[src/rtl/disp_i2c_pkg.sv]
package disp_i2c_pkg;
  localparam int unsigned DW = 8;

  localparam logic [DW-1:0] REG_SYSCTL  = 8'h1A;
  localparam logic [DW-1:0] REG_ID      = 8'h1B;
  localparam logic [DW-1:0] REG_IRQ     = 8'h3D;
  localparam logic [DW-1:0] ID_VALUE    = 8'hB0;
  localparam logic [DW-1:0] IRQ_PRESENT = 8'h04;
  localparam logic [DW-1:0] SYSCTL_ACK  = 8'h06;
  localparam int unsigned   REQ_BIT     = 2;
  localparam int unsigned   GNT_BIT     = 1;

  typedef enum logic [2:0] {
    ST_IDLE,
    ST_ADDR,
    ST_ADDR_ACK,
    ST_WR,
    ST_WR_ACK,
    ST_RD,
    ST_RD_ACK
  } tgt_state_e;
endpackage

[src/rtl/disp_i2c_sync.sv]
module disp_i2c_sync #(
  parameter int unsigned STAGES = 2
) (
  input  logic clk_i,
  input  logic rst_ni,
  input  logic scl_i,
  input  logic sda_i,
  output logic sda_s_o,
  output logic scl_rise_o,
  output logic scl_fall_o,
  output logic start_o,
  output logic stop_o
);
  logic [STAGES-1:0] scl_sr, sda_sr;
  logic scl_d, sda_d, scl_s, sda_s;

  assign scl_s = scl_sr[STAGES-1];
  assign sda_s = sda_sr[STAGES-1];

  always_ff @(posedge clk_i or negedge rst_ni) begin
    if (!rst_ni) begin
      scl_sr <= '1;
      sda_sr <= '1;
      scl_d  <= 1'b1;
      sda_d  <= 1'b1;
    end else begin
      scl_sr <= {scl_sr[STAGES-2:0], scl_i};
      sda_sr <= {sda_sr[STAGES-2:0], sda_i};
      scl_d  <= scl_s;
      sda_d  <= sda_s;
    end
  end

  assign sda_s_o    = sda_s;
  assign scl_rise_o = scl_s & ~scl_d;
  assign scl_fall_o = ~scl_s & scl_d;
  // data edges while the clock line stays high
  assign start_o    = scl_s & scl_d & sda_d & ~sda_s;
  assign stop_o     = scl_s & scl_d & ~sda_d & sda_s;
endmodule

[src/rtl/disp_i2c_fsm.sv]
module disp_i2c_fsm
  import disp_i2c_pkg::*;
#(
  parameter logic [6:0] DEV_ADDR = 7'h39
) (
  input  logic          clk_i,
  input  logic          rst_ni,
  input  logic          sda_s_i,
  input  logic          scl_rise_i,
  input  logic          scl_fall_i,
  input  logic          start_i,
  input  logic          stop_i,
  input  logic [DW-1:0] rd_data_i,
  output logic          sda_oe_o,
  output logic          wstart_o,
  output logic          wr_stb_o,
  output logic [DW-1:0] wr_data_o,
  output logic          rd_stb_o
);
  localparam int unsigned CW = $clog2(DW);

  tgt_state_e    state;
  logic [CW-1:0] cnt;
  logic [DW-1:0] rx_sh, tx_sh;
  logic          done, rw, mack, oe;

  always_ff @(posedge clk_i or negedge rst_ni) begin
    if (!rst_ni) begin
      state    <= ST_IDLE;
      cnt      <= '0;
      rx_sh    <= '0;
      tx_sh    <= '0;
      done     <= 1'b0;
      rw       <= 1'b0;
      mack     <= 1'b0;
      oe       <= 1'b0;
      wstart_o <= 1'b0;
      wr_stb_o <= 1'b0;
      rd_stb_o <= 1'b0;
    end else begin
      wstart_o <= 1'b0;
      wr_stb_o <= 1'b0;
      rd_stb_o <= 1'b0;
      if (start_i) begin
        state <= ST_ADDR;
        cnt   <= '0;
        done  <= 1'b0;
        oe    <= 1'b0;
      end else if (stop_i) begin
        state <= ST_IDLE;
        done  <= 1'b0;
        oe    <= 1'b0;
      end else begin
        unique case (state)
          ST_ADDR, ST_WR: begin
            if (scl_rise_i) begin
              rx_sh <= {rx_sh[DW-2:0], sda_s_i};
              cnt   <= cnt + 1'b1;
              if (cnt == CW'(DW-1)) done <= 1'b1;
            end else if (scl_fall_i && done) begin
              done <= 1'b0;
              if (state == ST_ADDR) begin
                if (rx_sh[DW-1:1] == DEV_ADDR) begin
                  oe       <= 1'b1;
                  rw       <= rx_sh[0];
                  wstart_o <= ~rx_sh[0];
                  state    <= ST_ADDR_ACK;
                end else begin
                  state <= ST_IDLE;
                end
              end else begin
                wr_stb_o <= 1'b1;
                oe       <= 1'b1;
                state    <= ST_WR_ACK;
              end
            end
          end
          ST_ADDR_ACK: begin
            if (scl_fall_i) begin
              cnt <= '0;
              if (rw) begin
                tx_sh    <= rd_data_i;
                oe       <= ~rd_data_i[DW-1];
                rd_stb_o <= 1'b1;
                state    <= ST_RD;
              end else begin
                oe    <= 1'b0;
                state <= ST_WR;
              end
            end
          end
          ST_WR_ACK: begin
            if (scl_fall_i) begin
              oe    <= 1'b0;
              cnt   <= '0;
              state <= ST_WR;
            end
          end
          ST_RD: begin
            if (scl_fall_i) begin
              cnt <= cnt + 1'b1;
              if (cnt == CW'(DW-1)) begin
                oe    <= 1'b0;
                state <= ST_RD_ACK;
              end else begin
                tx_sh <= {tx_sh[DW-2:0], 1'b0};
                oe    <= ~tx_sh[DW-2];
              end
            end
          end
          ST_RD_ACK: begin
            if (scl_rise_i) begin
              mack <= ~sda_s_i;
            end else if (scl_fall_i) begin
              if (mack) begin
                tx_sh    <= rd_data_i;
                oe       <= ~rd_data_i[DW-1];
                rd_stb_o <= 1'b1;
                cnt      <= '0;
                state    <= ST_RD;
              end else begin
                state <= ST_IDLE;
              end
            end
          end
          default: ;
        endcase
      end
    end
  end

  assign sda_oe_o  = oe;
  assign wr_data_o = rx_sh;

  a_r12_stop_releases: assert property (@(posedge clk_i) disable iff (!rst_ni)
    stop_i |=> !sda_oe_o);
  a_r11_nack_releases: assert property (@(posedge clk_i) disable iff (!rst_ni)
    (state == ST_RD_ACK && scl_fall_i && !mack) |=> !sda_oe_o);
  a_r3_one_strobe: assert property (@(posedge clk_i) disable iff (!rst_ni)
    $onehot0({wr_stb_o, rd_stb_o, wstart_o}));
  a_r1_idle_silent: assert property (@(posedge clk_i) disable iff (!rst_ni)
    (state == ST_IDLE && !start_i) |=> !sda_oe_o);
endmodule

[src/rtl/disp_i2c_regs.sv]
module disp_i2c_regs
  import disp_i2c_pkg::*;
(
  input  logic          clk_i,
  input  logic          rst_ni,
  input  logic          wstart_i,
  input  logic          wr_stb_i,
  input  logic [DW-1:0] wr_data_i,
  input  logic          rd_stb_i,
  output logic [DW-1:0] rd_data_o,
  output logic          ddc_mode_o
);
  logic [DW-1:0] ptr;
  logic          load_pend, req, ddc;

  always_ff @(posedge clk_i or negedge rst_ni) begin
    if (!rst_ni) begin
      ptr       <= '0;
      load_pend <= 1'b0;
      req       <= 1'b0;
      ddc       <= 1'b0;
    end else begin
      if (wstart_i) load_pend <= 1'b1;
      if (wr_stb_i) begin
        if (load_pend) begin
          ptr       <= wr_data_i;
          load_pend <= 1'b0;
        end else begin
          if (ptr == REG_SYSCTL) begin
            if (wr_data_i[REQ_BIT]) begin
              req <= 1'b1;
              if (wr_data_i[GNT_BIT]) ddc <= 1'b1;
            end else begin
              req <= 1'b0;
              ddc <= 1'b0;
            end
          end
          ptr <= ptr + 1'b1;
        end
      end else if (rd_stb_i) begin
        ptr <= ptr + 1'b1;
      end
    end
  end

  always_comb begin
    unique case (ptr)
      REG_SYSCTL: rd_data_o = req ? SYSCTL_ACK : '0;
      REG_ID:     rd_data_o = ID_VALUE;
      REG_IRQ:    rd_data_o = IRQ_PRESENT;
      default:    rd_data_o = '0;
    endcase
  end

  assign ddc_mode_o = ddc;

  a_r3_read_step: assert property (@(posedge clk_i) disable iff (!rst_ni)
    (rd_stb_i && !wr_stb_i) |=> ptr == $past(ptr) + 8'd1);
  a_r2_ptr_load: assert property (@(posedge clk_i) disable iff (!rst_ni)
    (wr_stb_i && load_pend) |=> (ptr == $past(wr_data_i)) && $stable(ddc) && $stable(req));
  a_r4_mode_needs_req: assert property (@(posedge clk_i) disable iff (!rst_ni)
    ddc |-> req);
  a_r5_clear_both: assert property (@(posedge clk_i) disable iff (!rst_ni)
    (wr_stb_i && !load_pend && ptr == REG_SYSCTL && !wr_data_i[REQ_BIT]) |=> (!ddc && !req));
  a_r9_other_keeps: assert property (@(posedge clk_i) disable iff (!rst_ni)
    (wr_stb_i && !load_pend && ptr != REG_SYSCTL) |=> ($stable(ddc) && $stable(req)));
endmodule

[src/rtl/disp_i2c_target.sv]
module disp_i2c_target
  import disp_i2c_pkg::*;
#(
  parameter logic [6:0]  DEV_ADDR    = 7'h39,
  parameter int unsigned SYNC_STAGES = 2
) (
  input  logic clk_i,
  input  logic rst_ni,
  input  logic scl_i,
  input  logic sda_i,
  output logic sda_oe_o,
  output logic ddc_mode_o
);
  logic          sda_s, scl_rise, scl_fall, start, stop;
  logic          wstart, wr_stb, rd_stb;
  logic [DW-1:0] wr_data, rd_data;

  disp_i2c_sync #(.STAGES(SYNC_STAGES)) u_sync (
    .clk_i      (clk_i),
    .rst_ni     (rst_ni),
    .scl_i      (scl_i),
    .sda_i      (sda_i),
    .sda_s_o    (sda_s),
    .scl_rise_o (scl_rise),
    .scl_fall_o (scl_fall),
    .start_o    (start),
    .stop_o     (stop)
  );

  disp_i2c_fsm #(.DEV_ADDR(DEV_ADDR)) u_fsm (
    .clk_i      (clk_i),
    .rst_ni     (rst_ni),
    .sda_s_i    (sda_s),
    .scl_rise_i (scl_rise),
    .scl_fall_i (scl_fall),
    .start_i    (start),
    .stop_i     (stop),
    .rd_data_i  (rd_data),
    .sda_oe_o   (sda_oe_o),
    .wstart_o   (wstart),
    .wr_stb_o   (wr_stb),
    .wr_data_o  (wr_data),
    .rd_stb_o   (rd_stb)
  );

  disp_i2c_regs u_regs (
    .clk_i      (clk_i),
    .rst_ni     (rst_ni),
    .wstart_i   (wstart),
    .wr_stb_i   (wr_stb),
    .wr_data_i  (wr_data),
    .rd_stb_i   (rd_stb),
    .rd_data_o  (rd_data),
    .ddc_mode_o (ddc_mode_o)
  );
endmodule

[config.mk]
export PLATFORM = sky130hd
export DESIGN_NAME = disp_i2c_target
export DESIGN_NICKNAME = d
export VERILOG_FILES = /design/src/rtl/disp_i2c_pkg.sv /design/src/rtl/disp_i2c_sync.sv /design/src/rtl/disp_i2c_fsm.sv /design/src/rtl/disp_i2c_regs.sv /design/src/rtl/disp_i2c_target.sv
export SDC_FILE = /design/constraint.sdc
export NUM_CORES = 1
export LEC_CHECK = 0
export ABC_AREA = 1
export CAP_MARGIN = 15
export CORE_MARGIN = 4
export CORE_UTILIZATION = 66
export CTS_BUF_LIST = sky130_fd_sc_hd__clkbuf_8 sky130_fd_sc_hd__clkbuf_16
export DETAILED_ROUTE_END_ITERATION = 10
export GPL_TIMING_DRIVEN = 0
export HOLD_SLACK_MARGIN = 0.06
export PLACE_DENSITY = 0.88
export SLEW_MARGIN = 30
export SYNTH_ARGS = -nofsm -noshare
export SYNTH_HDL_FRONTEND = slang
export SYNTH_SLANG_ARGS = --single-unit
[constraint.sdc]
create_clock -name clk_i -period 4.1 [get_ports clk_i]
set_input_delay 1.025 -clock clk_i [delete_from_list [all_inputs] [get_ports clk_i]]
set_output_delay 1.025 -clock clk_i [all_outputs]
set_load 0.05 [all_outputs]
==> run summary <==
Register area = 0.00111 mm²
Post-CTS Hold Buffers = 0
Multi-input gate area = 0.00120 mm²
Highest fanout seen on the critical path = 2
Share of the synthesized area in the top cell type = 0.383
Core Area = 0.00366 mm²
Hold EP = u_sync.sda_sr[1]
Layout Area Growth over Synthesis = 9.68%
Chip width = 69.3 µm
Pin count of the biggest net entering global routing = 28
Setup-failing EPs final = 0
Vias in the first global route = 2067
Layout Cells excl Fill = 388
Resized cells post-CTS = 0
Post-CTS setup buffers = 0
Worst IR Drop VDD = 0.000384 V
Logic pwr share = 0.433
Max Cap Viol = 0
Top delay family on crit path = buffers and inverters
CP required = 3070 ps
Worst-case clock buffer depth = 2
Critical R2R Launch = u_fsm.cnt[0]
Total die area = 0.00481 mm²
Worst-skew pair later-pin latency = 300 ps
Tmin final = 2490 ps
Worst-margin pin slew = 509 ps
Post-Syn Area = 0.00248 mm²
CP cell instances = clkdlybuf4s50_1
Fin. max-slew vios = 0
TritonCTS Buffers = 5
Yosys cell types = 33
Flop pwr share = 0.361
Clock power frac = 0.206
Share of layout cells above drive strength 1 = 0.159
Power per Cell Area = 616 mW/mm²
Sw frac = 0.429
TritonCTS clock tree = built
Top post-synthesis cells by area = dfrtp_1, nand2_1, nor2_1
Reg2reg end = u_fsm.sda_oe_o
Crit Path Category = reg -> out
Worst hold margin = 361 ps
Slew headroom = 0.657
Clock Skew = 6.93 ps
Die H = 69.3 µm
Detail Route Antenna Nets = 0
Launch point of the worst path = u_regs.ddc_mode_o
Gr usage total = 0.237
Drt wl/cell = 13.8 µm
Port bufs = 5
DR pass1 iterations = 5
Number of cell rows = 22
Startpoint types = flop
Vias per cell = 5.64
H-tree depth reported by CTS = 2
Syn_nets = 335
Hold Path Class = reg -> reg
Remaining global-route overflow = 0
Clk root buf = clkbuf_8
Initial antenna violation count = 0
Syn. warnings = 0
Most common cell after layout, fill and taps aside = nand2_1
Hpwl dp = 3.97 mm
Sink Count = 44
Setup slack, reg-to-reg = 2420 ps
Drt drc = 0
CP arrival = 1470 ps
First-pass GRT wire length = 9.25 mm
Nets = 348
WP buf/inv = 1
Status = finished clean
Total number of vias = 2190
WL final = 5.37 mm
Power Internal = 0.000958 W
Yosys top cell by area = dfrtp_1
Fmax = 0.401 GHz
RSZ-0062 raised after global routing = false
CP endpoint kind = output pin
Placer Congestion = 0.929
Worst r2r path cells = 8
Number of fill cells = 256
Syn avg cell area = 7.61 µm²
Sw Pwr = 0.000719 W
Post-Syn Instances = 326
HP Start = u_sync.sda_sr[0]
Final hold vios = 0
Final period util = 0.608
Initial Utilization = 0.678
Reg clk slew, reported paths = 90 ps
Worst path slowest cell = clkdlybuf4s50_1
ANT cells = 0
Setup TNS = 0 ps
P_leak = 1.38 nW
Post-synthesis sequential area ratio = 0.447
Slowest stage delay, CP = 800 ps
1st-iter DRT viols = 260
Most frequent cells in the layout = nand2_1, nor2_1, dfrtp_1, inv_1, nand3_1
Count of boundary I/O pins = 6
WHS Path Cells = 0
#FFs+latches synth = 44
Cells after DPL = 380
[final cells by class]
type	instances	area share
multi-input combinational	241	0.443
inverter	35	0.0492
clock inverter	3	0.0170
buffer	6	0.0129
tap	48	0.0221
sequential	44	0.407
timing repair buffer	6	0.0239
clock buffer	5	0.0253
[power groups by stage]
| stage | combinational, W | clock (W) | sequential, W |
|---|---|---|---|
| floorplan | 0.000554 | 0 | 0.000604 |
| global placement | 0.000682 | 0 | 0.000604 |
| detailed placement | 0.000707 | 0 | 0.000610 |
| CTS | 0.000721 | 0.000351 | 0.000603 |
| global route | 0.000820 | 0.000369 | 0.000614 |
| finish | 0.000727 | 0.000345 | 0.000605 |
[kinds of logic after synthesis]
group                      synth area share
xor gates and xnor gates            0.00353
muxes                               0.00454
adders and majority gates            0.0252
buffers and inverters                0.0680
and+or+nand+nor                       0.350
DFF                                   0.447
AOI/OAI and AO/OA                     0.102
[routing by layer]
metal  global-route usage  vias to the layer above  part of all wire  wire [µm]
met5                    0                        -                 0          0
met4               0.0759                        0             0.012         64
met3               0.0319                        9             0.062        335
met2                0.393                       80              0.48       2600
met1                0.322                     1014              0.44       2370
li1                     -                     1087                 -          -
[cells in the mapped netlist]
| cell type | n |
|---|---|
| clkbuf_1 | 2 |
| o21ai_0 | 14 |
| nand4_1 | 4 |
| xor2_1 | 1 |
| nor3_4 | 1 |
| nor3_1 | 3 |
| dfstp_2 | 6 |
| a31oi_1 | 3 |
| o21ai_2 | 1 |
| a32oi_1 | 1 |
| o21ai_1 | 15 |
| nor2_4 | 2 |
| buf_4 | 3 |
| nor2_2 | 5 |
| nor2_1 | 44 |
| dfrtp_1 | 38 |
| nand2_1 | 83 |
| or2_2 | 2 |
| buf_2 | 1 |
| nand2_2 | 8 |
| nand3_2 | 3 |
| o211ai_1 | 1 |
| o22ai_1 | 2 |
| inv_2 | 6 |
| nor3_2 | 2 |
| mux2_1 | 1 |
| a21oi_1 | 9 |
| a22oi_1 | 1 |
| ha_1 | 5 |
| nand3_1 | 27 |
| inv_1 | 28 |
| inv_4 | 1 |
| nand2_4 | 3 |
[registers in the layout, summed over array words and instances (netlist names)]
name / flops
u_fsm.done: 1
u_fsm.wstart_o: 1
u_regs.load_pend: 1
u_sync.scl_sr: 2
u_sync.sda_sr: 2
u_fsm.wr_data_o: 8
u_fsm.rd_stb_o: 1
u_fsm.sda_oe_o: 1
u_fsm.rw: 1
u_fsm.mack: 1
u_fsm.tx_sh: 6
u_regs.req: 1
u_regs.ptr: 8
u_fsm.state: 3
u_regs.ddc_mode_o: 1
u_sync.sda_d: 1
u_fsm.cnt: 3
u_sync.scl_d: 1
u_fsm.wr_stb_o: 1
[stage by stage]
step           area, µm²  setup WS (ps)  total power [W]  utilization
4_1_cts             2720           1590          0.00168        0.744
6_report            2720           1610          0.00168        0.744
5_1_grt             2720           1560          0.00180        0.744
3_5_place_dp        2610           1930          0.00132        0.712
3_3_place_gp        2590            929          0.00129        0.708
2_1_floorplan       2480           2470          0.00116            -
[how the worst max path moves through the flow]
stage	end	slack, ps	depth (start not counted)
3_3_place_gp	u_fsm.cnt[0]	930	1
2_1_floorplan	ddc_mode_o	2470	0
6_report	ddc_mode_o	1610	1
4_1_cts	ddc_mode_o	1590	1
5_1_grt	sda_oe_o	1560	1
3_5_place_dp	ddc_mode_o	1930	1
(Power assumes the default switching activity.)
